===== config.mk =====
export PLATFORM = sky130hd
export DESIGN_NAME = periph_grant_ctrl
export DESIGN_NICKNAME = d
export VERILOG_FILES = /design/src/rtl/periph_grant_pkg.sv /design/src/rtl/pg_sync.sv /design/src/rtl/pg_grant_gen.sv /design/src/rtl/pg_ready_eval.sv /design/src/rtl/periph_grant_ctrl.sv
export SDC_FILE = /design/constraint.sdc
export NUM_CORES = 1
export LEC_CHECK = 0
export ABC_AREA = 1
export BUFFER_PORTS_ARGS = -buffer_cell sky130_fd_sc_hd__buf_4
export CAP_MARGIN = 15
export CELL_PAD_IN_SITES_DETAIL_PLACEMENT = 1
export CELL_PAD_IN_SITES_GLOBAL_PLACEMENT = 1
export CORE_AREA = 5 5 42 44
export CTS_BUF_LIST = sky130_fd_sc_hd__clkbuf_8
export CTS_CLUSTER_SIZE = 12
export DETAILED_ROUTE_END_ITERATION = 10
export DIE_AREA = 0 0 47 49
export PLACE_DENSITY_LB_ADDON = 0.1
export RECOVER_POWER = 25
export SLEW_MARGIN = 20
export SYNTH_ARGS = -nofsm -noshare
export SYNTH_HDL_FRONTEND = slang
export SYNTH_SLANG_ARGS = --single-unit

===== constraint.sdc =====
create_clock -name clk_i -period 1 [get_ports clk_i]
set_input_delay 0.1 -clock clk_i [delete_from_list [all_inputs] [get_ports clk_i]]
set_output_delay 0.1 -clock clk_i [all_outputs]
set_load 0.02 [all_outputs]

===== src/rtl/periph_grant_pkg.sv =====
package periph_grant_pkg;
  localparam int unsigned MODE_W = 2;
  localparam logic [MODE_W-1:0] FORCE_MODE_CODE = 2'b10;

  typedef struct packed {
    logic valid;
    logic write;
  } pbus_acc_t;

  function automatic logic acc_blocked(pbus_acc_t acc, logic full, logic empty);
    return acc.valid & (acc.write ? full : empty);
  endfunction
endpackage


===== src/rtl/pg_sync.sv =====
module pg_sync #(
  parameter int unsigned STAGES  = 2,
  parameter logic        RST_VAL = 1'b1
) (
  input  logic clk_i,
  input  logic rst_ni,
  input  logic clr_i,
  input  logic d_i,
  output logic q_o
);
  logic [STAGES-1:0] chain_q;

  for (genvar g = 0; g < STAGES; g++) begin : g_stage
    always_ff @(posedge clk_i or negedge rst_ni) begin
      if (!rst_ni) begin
        chain_q[g] <= RST_VAL;
      end else if (clr_i) begin
        // preload with the live pin value so no edge spans the clear
        chain_q[g] <= d_i;
      end else begin
        chain_q[g] <= (g == 0) ? d_i : chain_q[(g == 0) ? 0 : g-1];
      end
    end
  end

  assign q_o = chain_q[STAGES-1];
endmodule


===== src/rtl/pg_grant_gen.sv =====
module pg_grant_gen (
  input  logic clk_i,
  input  logic rst_ni,
  input  logic clr_i,
  input  logic irq_raw_ni,
  input  logic irq_sync_ni,
  input  logic mode_en_i,
  input  logic acc_done_i,
  output logic grant_o
);
  logic irq_prev_q;
  logic fall_det;
  logic grant_q;

  assign fall_det = irq_prev_q & ~irq_sync_ni;

  always_ff @(posedge clk_i or negedge rst_ni) begin
    if (!rst_ni) begin
      irq_prev_q <= 1'b1;
    end else if (clr_i) begin
      irq_prev_q <= irq_raw_ni;
    end else begin
      irq_prev_q <= irq_sync_ni;
    end
  end

  always_ff @(posedge clk_i or negedge rst_ni) begin
    if (!rst_ni) begin
      grant_q <= 1'b0;
    end else if (clr_i) begin
      grant_q <= 1'b0;
    end else if (fall_det && mode_en_i) begin
      grant_q <= 1'b1;
    end else if (acc_done_i) begin
      grant_q <= 1'b0;
    end
  end

  assign grant_o = grant_q;
endmodule


===== src/rtl/pg_ready_eval.sv =====
module pg_ready_eval
  import periph_grant_pkg::*;
(
  input  pbus_acc_t acc_i,
  input  logic      fifo_full_i,
  input  logic      fifo_empty_i,
  input  logic      grant_i,
  input  logic      clr_i,
  output logic      ready_o,
  output logic      stall_o
);
  logic blocked;

  always_comb begin
    blocked = acc_blocked(acc_i, fifo_full_i, fifo_empty_i);
    ready_o = ~blocked | grant_i | clr_i;
    stall_o = acc_i.valid & ~ready_o;
  end
endmodule


===== src/rtl/periph_grant_ctrl.sv =====
module periph_grant_ctrl
  import periph_grant_pkg::*;
#(
  parameter int unsigned SYNC_STAGES = 2
) (
  input  logic              clk_i,
  input  logic              rst_ni,
  input  logic              sw_rst_i,
  input  logic [MODE_W-1:0] mode_i,
  input  logic              irq_ni,
  input  logic              req_valid_i,
  input  logic              req_write_i,
  input  logic              fifo_full_i,
  input  logic              fifo_empty_i,
  output logic              ready_o,
  output logic              stall_o,
  output logic              grant_o
);
  logic      irq_sync_n;
  logic      mode_en;
  logic      grant;
  pbus_acc_t acc;

  assign mode_en = (mode_i == FORCE_MODE_CODE);
  assign acc     = '{valid: req_valid_i, write: req_write_i};

  pg_sync #(.STAGES(SYNC_STAGES), .RST_VAL(1'b1)) u_irq_sync (
    .clk_i  (clk_i),
    .rst_ni (rst_ni),
    .clr_i  (sw_rst_i),
    .d_i    (irq_ni),
    .q_o    (irq_sync_n)
  );

  pg_grant_gen u_grant (
    .clk_i       (clk_i),
    .rst_ni      (rst_ni),
    .clr_i       (sw_rst_i),
    .irq_raw_ni  (irq_ni),
    .irq_sync_ni (irq_sync_n),
    .mode_en_i   (mode_en),
    .acc_done_i  (req_valid_i),
    .grant_o     (grant)
  );

  pg_ready_eval u_ready (
    .acc_i        (acc),
    .fifo_full_i  (fifo_full_i),
    .fifo_empty_i (fifo_empty_i),
    .grant_i      (grant),
    .clr_i        (sw_rst_i),
    .ready_o      (ready_o),
    .stall_o      (stall_o)
  );

  assign grant_o = grant;
endmodule


# ---- Word level (Yosys, flattened, before mapping)
# Index checks and enable logic that the tools add are counted.
# Widths: inputs -> output; s select.
dict set report word_totals {
  regBits 4
}
dict set report op_classes {
  n_eq_ne 1
  muxes 6
  n_bitwise 8
  reduce_logical 2
}
# operator n
set op_table {}
lappend op_table {{$mux 1} 6}
lappend op_table {{$and 1x1->1} 3}
lappend op_table {{$not 1->1} 3}
lappend op_table {{$reduce_bool 3->1} 1}
lappend op_table {{$eq 2x2->1 const B} 1}
lappend op_table {{$or 1x1->1} 2}
lappend op_table {{$logic_and 1x1->1} 1}

# ---- Logic depth before layout (Yosys ltp)
# Gate-level depths: netlist of the first run.
dict set report logic_depth {
  depth_word 7
  ltp_mapped 4
  ltp_nobuf 4
}

# ---- By module
# A second synthesis of the first run with hierarchy kept.
dict set report hier_totals {
  cells_unflattened 33
  area_unflattened_um2 230.2
}
# mod instances cells_per_inst area_each_um2 seq_area_each_um2
set by_module_without_submodules {}
lappend by_module_without_submodules {pg_grant_gen 1 9 90.1 51.3}
lappend by_module_without_submodules {pg_sync 1 6 67.6 52.6}
lappend by_module_without_submodules {pg_ready_eval 1 16 62.6 0.0}
lappend by_module_without_submodules {periph_grant_ctrl 1 2 10.0 0.0}

# ---- Worst setup path after synthesis of the first run
# No wires, ideal clock.
dict set report synth_path {
  path_type {register to output}
  start {register u_grant.grant_q (netlist: u_grant.grant_o)}
  end {output stall_o}
  arrival_ns 0.919
  setup_slack_ns -0.019
  stages_incl_launch_ff 4
  n_path_buf 0
  path_cell_list {dfrtp_1 > nor2_2 > nand2_1 > nor2_1}
}
dict set report synth_between {
  elab_chain_cells 4
}
# element line_no
set synth_lines {}
lappend synth_lines {{from (decl)} pg_grant_gen.sv:13} ;# logic grant_q;
lappend synth_lines {{from (signal assigned)} pg_grant_gen.sv:29} ;# grant_q <= 1'b0;
lappend synth_lines {{from (signal assigned)} pg_grant_gen.sv:31} ;# grant_q <= 1'b0;
lappend synth_lines {{from (signal assigned)} pg_grant_gen.sv:33} ;# grant_q <= 1'b1;
lappend synth_lines {{$or 1x1->1 (2 in series)} pg_ready_eval.sv:16} ;# ready_o = ~blocked | grant_i | clr_i;
lappend synth_lines {{$not 1->1} pg_ready_eval.sv:17} ;# stall_o = acc_i.valid & ~ready_o;
lappend synth_lines {{$and 1x1->1} pg_ready_eval.sv:17}
lappend synth_lines {{to (decl)} periph_grant_ctrl.sv:16} ;# output logic stall_o,
# No other way between the ends.

# ---- Worst setup path in the final report of the first run
# Same ends and word-level chain as after synthesis.

==> summary.md, run 1 <==
| Metric | Value |
|---|---|
| Status | `finished, violations left` |
| Violations in the final reports | `setup timing` |
| End-of-flow core utilization | `27.1%` |
| Die span in y | `49 µm` |
| Final non-filler cell area | `380 µm²` |
| Final Max Slew Viols | `0` |
| Routed wire length | `605 µm` |
| Final worst path period need | `1.11 ns` |
| Simple logic cell fraction of the synthesized area | `35.3%` |
| Clk_skew | `0.00436 ns` |
| Row cnt | `14` |
| Initial antenna violation count | `0` |
| CTS tree | `built` |
| First-pass GRT wire length | `903 µm` |
| Via Count | `224` |
| Crit. End Element | `output pin` |
| Hpwl dp | `472 µm` |
| Non-Filler Instances | `60` |
| Worst Slack Setup Final | `-0.105 ns` |
| Cells after Synth | `25` |
| Critical Path AT | `1.01 ns` |
| Synthesis Warnings | `0` |
| Synthesized Nets | `35` |
| Vias/cell | `3.73` |
| Post-placement cell count | `53` |
| Layout cell share with drive strength beyond 1 | `45.5%` |
| Vias in the first global route | `240` |
| CP max-delay cell | `dfrtp_1` |
| Number of max-cap violations | `0` |
| Fin crit share | `111%` |
| Cell mode on critical path | `nor2_2` |
| Worst min path class | `in -> reg` |
| IO buf count | `12` |
| CP max FO | `2` |
| I/O pin cnt | `13` |
| Synth top area share | `41.2%` |
| Commonest non-fill, non-tap cell in the layout | `nand2_1` |
| Adder-Cell Fraction of Synth Area | `0%` |
| WP buf/inv | `1` |
| Num CTS Buffers | `3` |
| P_leak | `0.204 nW` |
| Mux cell area share after synthesis | `0%` |
| Most frequent cells in the layout | `11 x nand2_1, 10 x buf_4, 5 x inv_1, 3 x clkbuf_8, 3 x dfstp_2` |
| Least-Margin Pin Slew | `0.230 ns` |
| # DRC | `0` |
| Fin nets | `55` |
| Synthesis-stage register bit count | `4` |
| Crit path max-delay family | `flip-flops` |
| Unrepaired setup endpoints after global routing | `true` |
| Sink Count | `4` |
| Endpoints failing hold | `0` |
| Pwr per Cell Area | `1630 nW/µm²` |
| Final number of setup-violating endpoints | `2` |
| Worst setup SP type | `flop` |
| Yosys top cell by area | `dfstp_2` |
| Die W | `47 µm` |
| Largest net degree at the start of global routing | `5` |
| DP Area | `304 µm²` |
| Yosys cell types | `9` |
| Worst-skew pair later-pin latency | `0.22 ns` |
| Number of DRC markers in iteration 0 | `0` |
| Max-slew headroom | `84.7%` |
| Crit Path Class | `reg -> out` |
| First-pass DRT Iterations | `1` |
| Max Freq | `0.905 GHz` |
| Top post-synthesis cells by area | `dfstp_2 41%, nand2_1 22%, dfrtp_1 13%` |
| VDD IR max | `0.000655 V` |
| Syn avg cell area | `7.66 µm²` |
| Worst-path cell chain | `nor2_2, nand2_1, nor2_2, buf_6` |
| Core area | `1400 µm²` |
| Detail Route Antenna Nets | `0` |
| DR WL/cell | `10.1 µm` |
| Remaining global-route overflow | `0` |
| Clock root buffer | `clkbuf_8` |
| Die ar. | `2300 µm²` |
| CTS max path bufs | `2` |
| Worst path required time | `0.90 ns` |
| Max incr delay on CP | `0.38 ns` |
| Syn Std Cell Area | `191 µm²` |
| Routability cong. | `0.688` |
| Clk slew on worst S/H paths | `0.03 ns` |
| Sequential area share after synthesis | `54.2%` |
| N_diodes | `0` |
| Post-synthesis xor/xnor area fraction | `0%` |
| Largest family of logic cells by synthesized area | `simple AND/OR/NAND/NOR gates` |
| GRT Overall Usage | `6.00%` |
| Synth Area in Compound Gates | `2.61%` |
| Initial Utilization | `13.7%` |
| H-tree levels | `1` |
| Area Overhead vs Synth | `98.7%` |
[final timing paths]
path                                           end  depth (start not counted)  slack (ns)               start
min in group asynchronous          u_grant.grant_o                          2        0.25              rst_ni
worst max-delay path                       stall_o                          4       -0.11     u_grant.grant_o
worst min register to register  u_grant.irq_prev_q                          2        0.46      u_irq_sync.q_o
max in group asynchronous       u_grant.irq_prev_q                          2        0.50              rst_ni
worst max register to register     u_grant.grant_o                          4        0.17  u_grant.irq_prev_q
worst min-delay path               u_grant.grant_o                          2        0.07            sw_rst_i
[repair_timing]
item | in CTS | in global routing
setup buffers | 1 | 0
hold buffers | 2 | 0
pin swaps | 0 | 3
endpoints found under the hold margin | 5 | 0
gates resized for setup | 0 | 2
endpoints found under the setup margin | 2 | 3
[kinds of logic after synthesis]
kind of cell	after synthesis
flops	4
compound gates	1
simple gates	16
buf+inv	4
[layout make-up]
cell class | count | area [µm²]
clock inverters | 1 | 3.75
fillers | 181 | 1020
repair buffers | 15 | 121
multi-input cells | 17 | 75.1
well taps | 16 | 20.0
flip-flops and latches | 4 | 104
clock buffers | 3 | 41.3
inverters | 4 | 15.0
[report_power, final]
| group | total (W) | switching (W) | internal [W] |
|---|---|---|---|
| Sequential | 0.000183 | 0.00000381 | 0.000179 |
| Combinational | 0.0000830 | 0.0000374 | 0.0000456 |
| Clock | 0.000353 | 0.0000908 | 0.000262 |
| Total | 0.000619 | 0.000132 | 0.000487 |
[synth_stat cells]
master,n
inv_1,4
dfstp_2,3
or2_1,1
nand2_1,11
dfrtp_1,1
nand4_1,1
a21oi_1,1
nor2_1,2
nor2_2,1
[through the flow]
stage | hold slack, ns | TNS (ns) | power (W) | setup slack (ns)
after floorplan | -0.196 | 0 | 0.000214 | 0.0502
after global placement | -0.102 | 0 | 0.000258 | 0.123
after detailed placement | -0.101 | 0 | 0.000261 | 0.109
after CTS | 0.0629 | -0.188 | 0.000636 | -0.108
after global routing | 0.0718 | -0.282 | 0.000663 | -0.165
final | 0.0667 | -0.194 | 0.000619 | -0.105
[registers in the layout, indices dropped and copies added, names as in the netlist]
register	count
u_grant.grant_o	1
u_grant.irq_prev_q	1
u_irq_sync.q_o	1
u_irq_sync.chain_q	1
[routing by layer]
metal	routed length, µm	up-vias	global-route usage, %
met5	0	-	0
met4	30	0	8.29
met3	79	4	2.58
met2	296	11	8.37
met1	198	98	5.09
li1	-	111	-
Power figures use the tool's default switching activity.
==> run 2: changes to the inputs <==
--- a/config.mk
+++ b/config.mk
@@ -8,14 +8,11 @@
 export ABC_AREA = 1
 export BUFFER_PORTS_ARGS = -buffer_cell sky130_fd_sc_hd__buf_4
 export CAP_MARGIN = 15
-export CELL_PAD_IN_SITES_DETAIL_PLACEMENT = 1
-export CELL_PAD_IN_SITES_GLOBAL_PLACEMENT = 1
 export CORE_AREA = 5 5 42 44
 export CTS_BUF_LIST = sky130_fd_sc_hd__clkbuf_8
 export CTS_CLUSTER_SIZE = 12
 export DETAILED_ROUTE_END_ITERATION = 10
 export DIE_AREA = 0 0 47 49
-export PLACE_DENSITY_LB_ADDON = 0.1
 export RECOVER_POWER = 25
 export SLEW_MARGIN = 20
 export SYNTH_ARGS = -nofsm -noshare
==> run 2 against run 1 <==
The run still ends with setup timing left. Register-to-register slack about the same. Flip-flop and latch count unchanged. Largest cell class unchanged. Count of clock-buffer cells in the layout unchanged.
==> summary.md, run 2 (synthesis gave the netlist of run 1 again) <==
| Metric | Value |
|---|---|
| Die span in y | `49 µm` |
| DR WL/cell | `7.82 µm` |
| Worst path required time | `0.90 ns` |
| Detail Route Antenna Nets | `0` |
| Final number of setup-violating endpoints | `2` |
| Vias in the first global route | `224` |
| Top Metal Used | `met3` |
| P_leak | `0.205 nW` |
| Largest net degree at the start of global routing | `5` |
| Final Max Slew Viols | `0` |
| Power Total | `0.000608 W` |
| First-pass GRT wire length | `807 µm` |
| Fillers | `158` |
| Endpoints failing hold | `0` |
| Violations in the final reports | `setup timing` |
| Critical Path AT | `0.99 ns` |
| Worst Slack Setup Final | `-0.0902 ns` |
| Initial antenna violation count | `0` |
| Metal2 WL | `252 µm` |
| Area Overhead vs Synth | `101%` |
| Place WS | `0.116 ns` |
| Max Freq | `0.917 GHz` |
| H-tree levels | `1` |
| Via Count | `207` |
| Fin crit share | `109%` |
| I/O pin cnt | `13` |
| VDD IR max | `0.000893 V` |
| Sink Count | `4` |
| N_diodes | `0` |
| CP max FO | `2` |
| Met1 wire length | `183 µm` |
| Pwr per Cell Area | `1580 nW/µm²` |
| Fin nets | `55` |
| Crit. End Element | `output pin` |
| Routability cong. | `0.690` |
| Worst setup SP type | `flop` |
| CTS tree | `built` |
| Layout cell share with drive strength beyond 1 | `45.5%` |
| Hpwl dp | `374 µm` |
| Least-Margin Pin Slew | `0.210 ns` |
| Final worst path period need | `1.09 ns` |
| Number of DRC markers in iteration 0 | `0` |
| Clk_skew | `0.00651 ns` |
| Remaining global-route overflow | `0` |
| Unrepaired setup endpoints after global routing | `true` |
| Num CTS Buffers | `3` |
| CTS max path bufs | `2` |
| Crit Path Class | `reg -> out` |
| # DRC | `0` |
| Most frequent cells in the layout | `11 x nand2_1, 9 x buf_4, 5 x inv_1` |
| Row cnt | `14` |
| Met3 wire len | `33 µm` |
| Worst-skew pair later-pin latency | `0.22 ns` |
| IO buf count | `12` |
| Worst min path class | `in -> reg` |
| Clk slew on worst S/H paths | `0.03 ns` |
| First-pass DRT Iterations | `1` |
| Max-slew headroom | `86.0%` |
| Vias/cell | `3.45` |
| Routed wire length | `469 µm` |
| Initial Utilization | `13.7%` |
| Die ar. | `2300 µm²` |
| Die W | `47 µm` |
| Clock root buffer | `clkbuf_8` |
| GRT Overall Usage | `5.24%` |
| Core area | `1400 µm²` |
| Number of max-cap violations | `0` |
| Commonest non-fill, non-tap cell in the layout | `nand2_1` |
| Status | `finished, violations left` |
==> run 2: cell types whose count changed in the layout (fill, tap and decap cells not counted) <==
cell	before	now
buf_4	10	9
buf_6	2	3
==> run 2: repair_timing <==
item	CTS	global route
pin swaps	1	1
hold buffers	2	0
setup buffers	1	0
resized for setup	0	3
endpoints found under the hold margin	5	0
endpoints found under the setup margin	2	3
==> run 2: final timing paths <==
check,start,depth (start not counted),endpoint,slack [ns]
min,sw_rst_i,2,u_grant.grant_o,0.07
max reg2reg,u_grant.irq_prev_q,4,u_grant.grant_o,0.18
min reg2reg,u_irq_sync.chain_q[0],2,u_irq_sync.q_o,0.45
max in group asynchronous,rst_ni,2,u_irq_sync.chain_q[0],0.50
min in group asynchronous,rst_ni,2,u_grant.grant_o,0.24
max,u_grant.grant_o,4,stall_o,-0.09
==> run 2: critical path, stage by stage (launching register included) <==
cell and delay (ns):
dfrtp_1 0.37, nor2_2 0.10, nand2_1 0.07, nor2_2 0.11, buf_6 0.12
==> run 2: final cells by class <==
type	count	area [µm²]	area share, %
flip-flops and latches	4	104	27.0
multi-input cells	17	75.1	19.5
inverters	4	15.0	3.91
clock inverters	1	3.75	0.977
repair buffers	15	125	32.6
well taps	16	20.0	5.21
clock buffers	3	41.3	10.7
==> run 2: stage by stage <==
step | instance area [µm²] | util, % | TNS, ns | hold slack [ns] | cells
global route | 384 | 27.4 | -0.252 | 0.0882 | 60
floorplan | 194 | - | 0 | -0.196 | 25
detailed placement | 304 | 21.7 | 0 | -0.100 | 53
finish | 384 | 27.4 | -0.133 | 0.0742 | 60
global placement | 304 | 21.7 | 0 | -0.102 | 53
CTS | 377 | 26.9 | -0.142 | 0.0747 | 60
==> run 2: routing by layer <==
metal | GRT usage, % | vias up
met1 | 4.46 | 88
met4 | 2.76 | 0
met5 | 0 | -
met3 | 4.80 | 0
li1 | - | 112
met2 | 7.92 | 7
==> run 2: power by group <==
part           switching [W]   total, W  internal, W
Clock              0.0000813   0.000343     0.000261
Sequential        0.00000344   0.000182     0.000179
Combinational      0.0000355  0.0000826    0.0000471
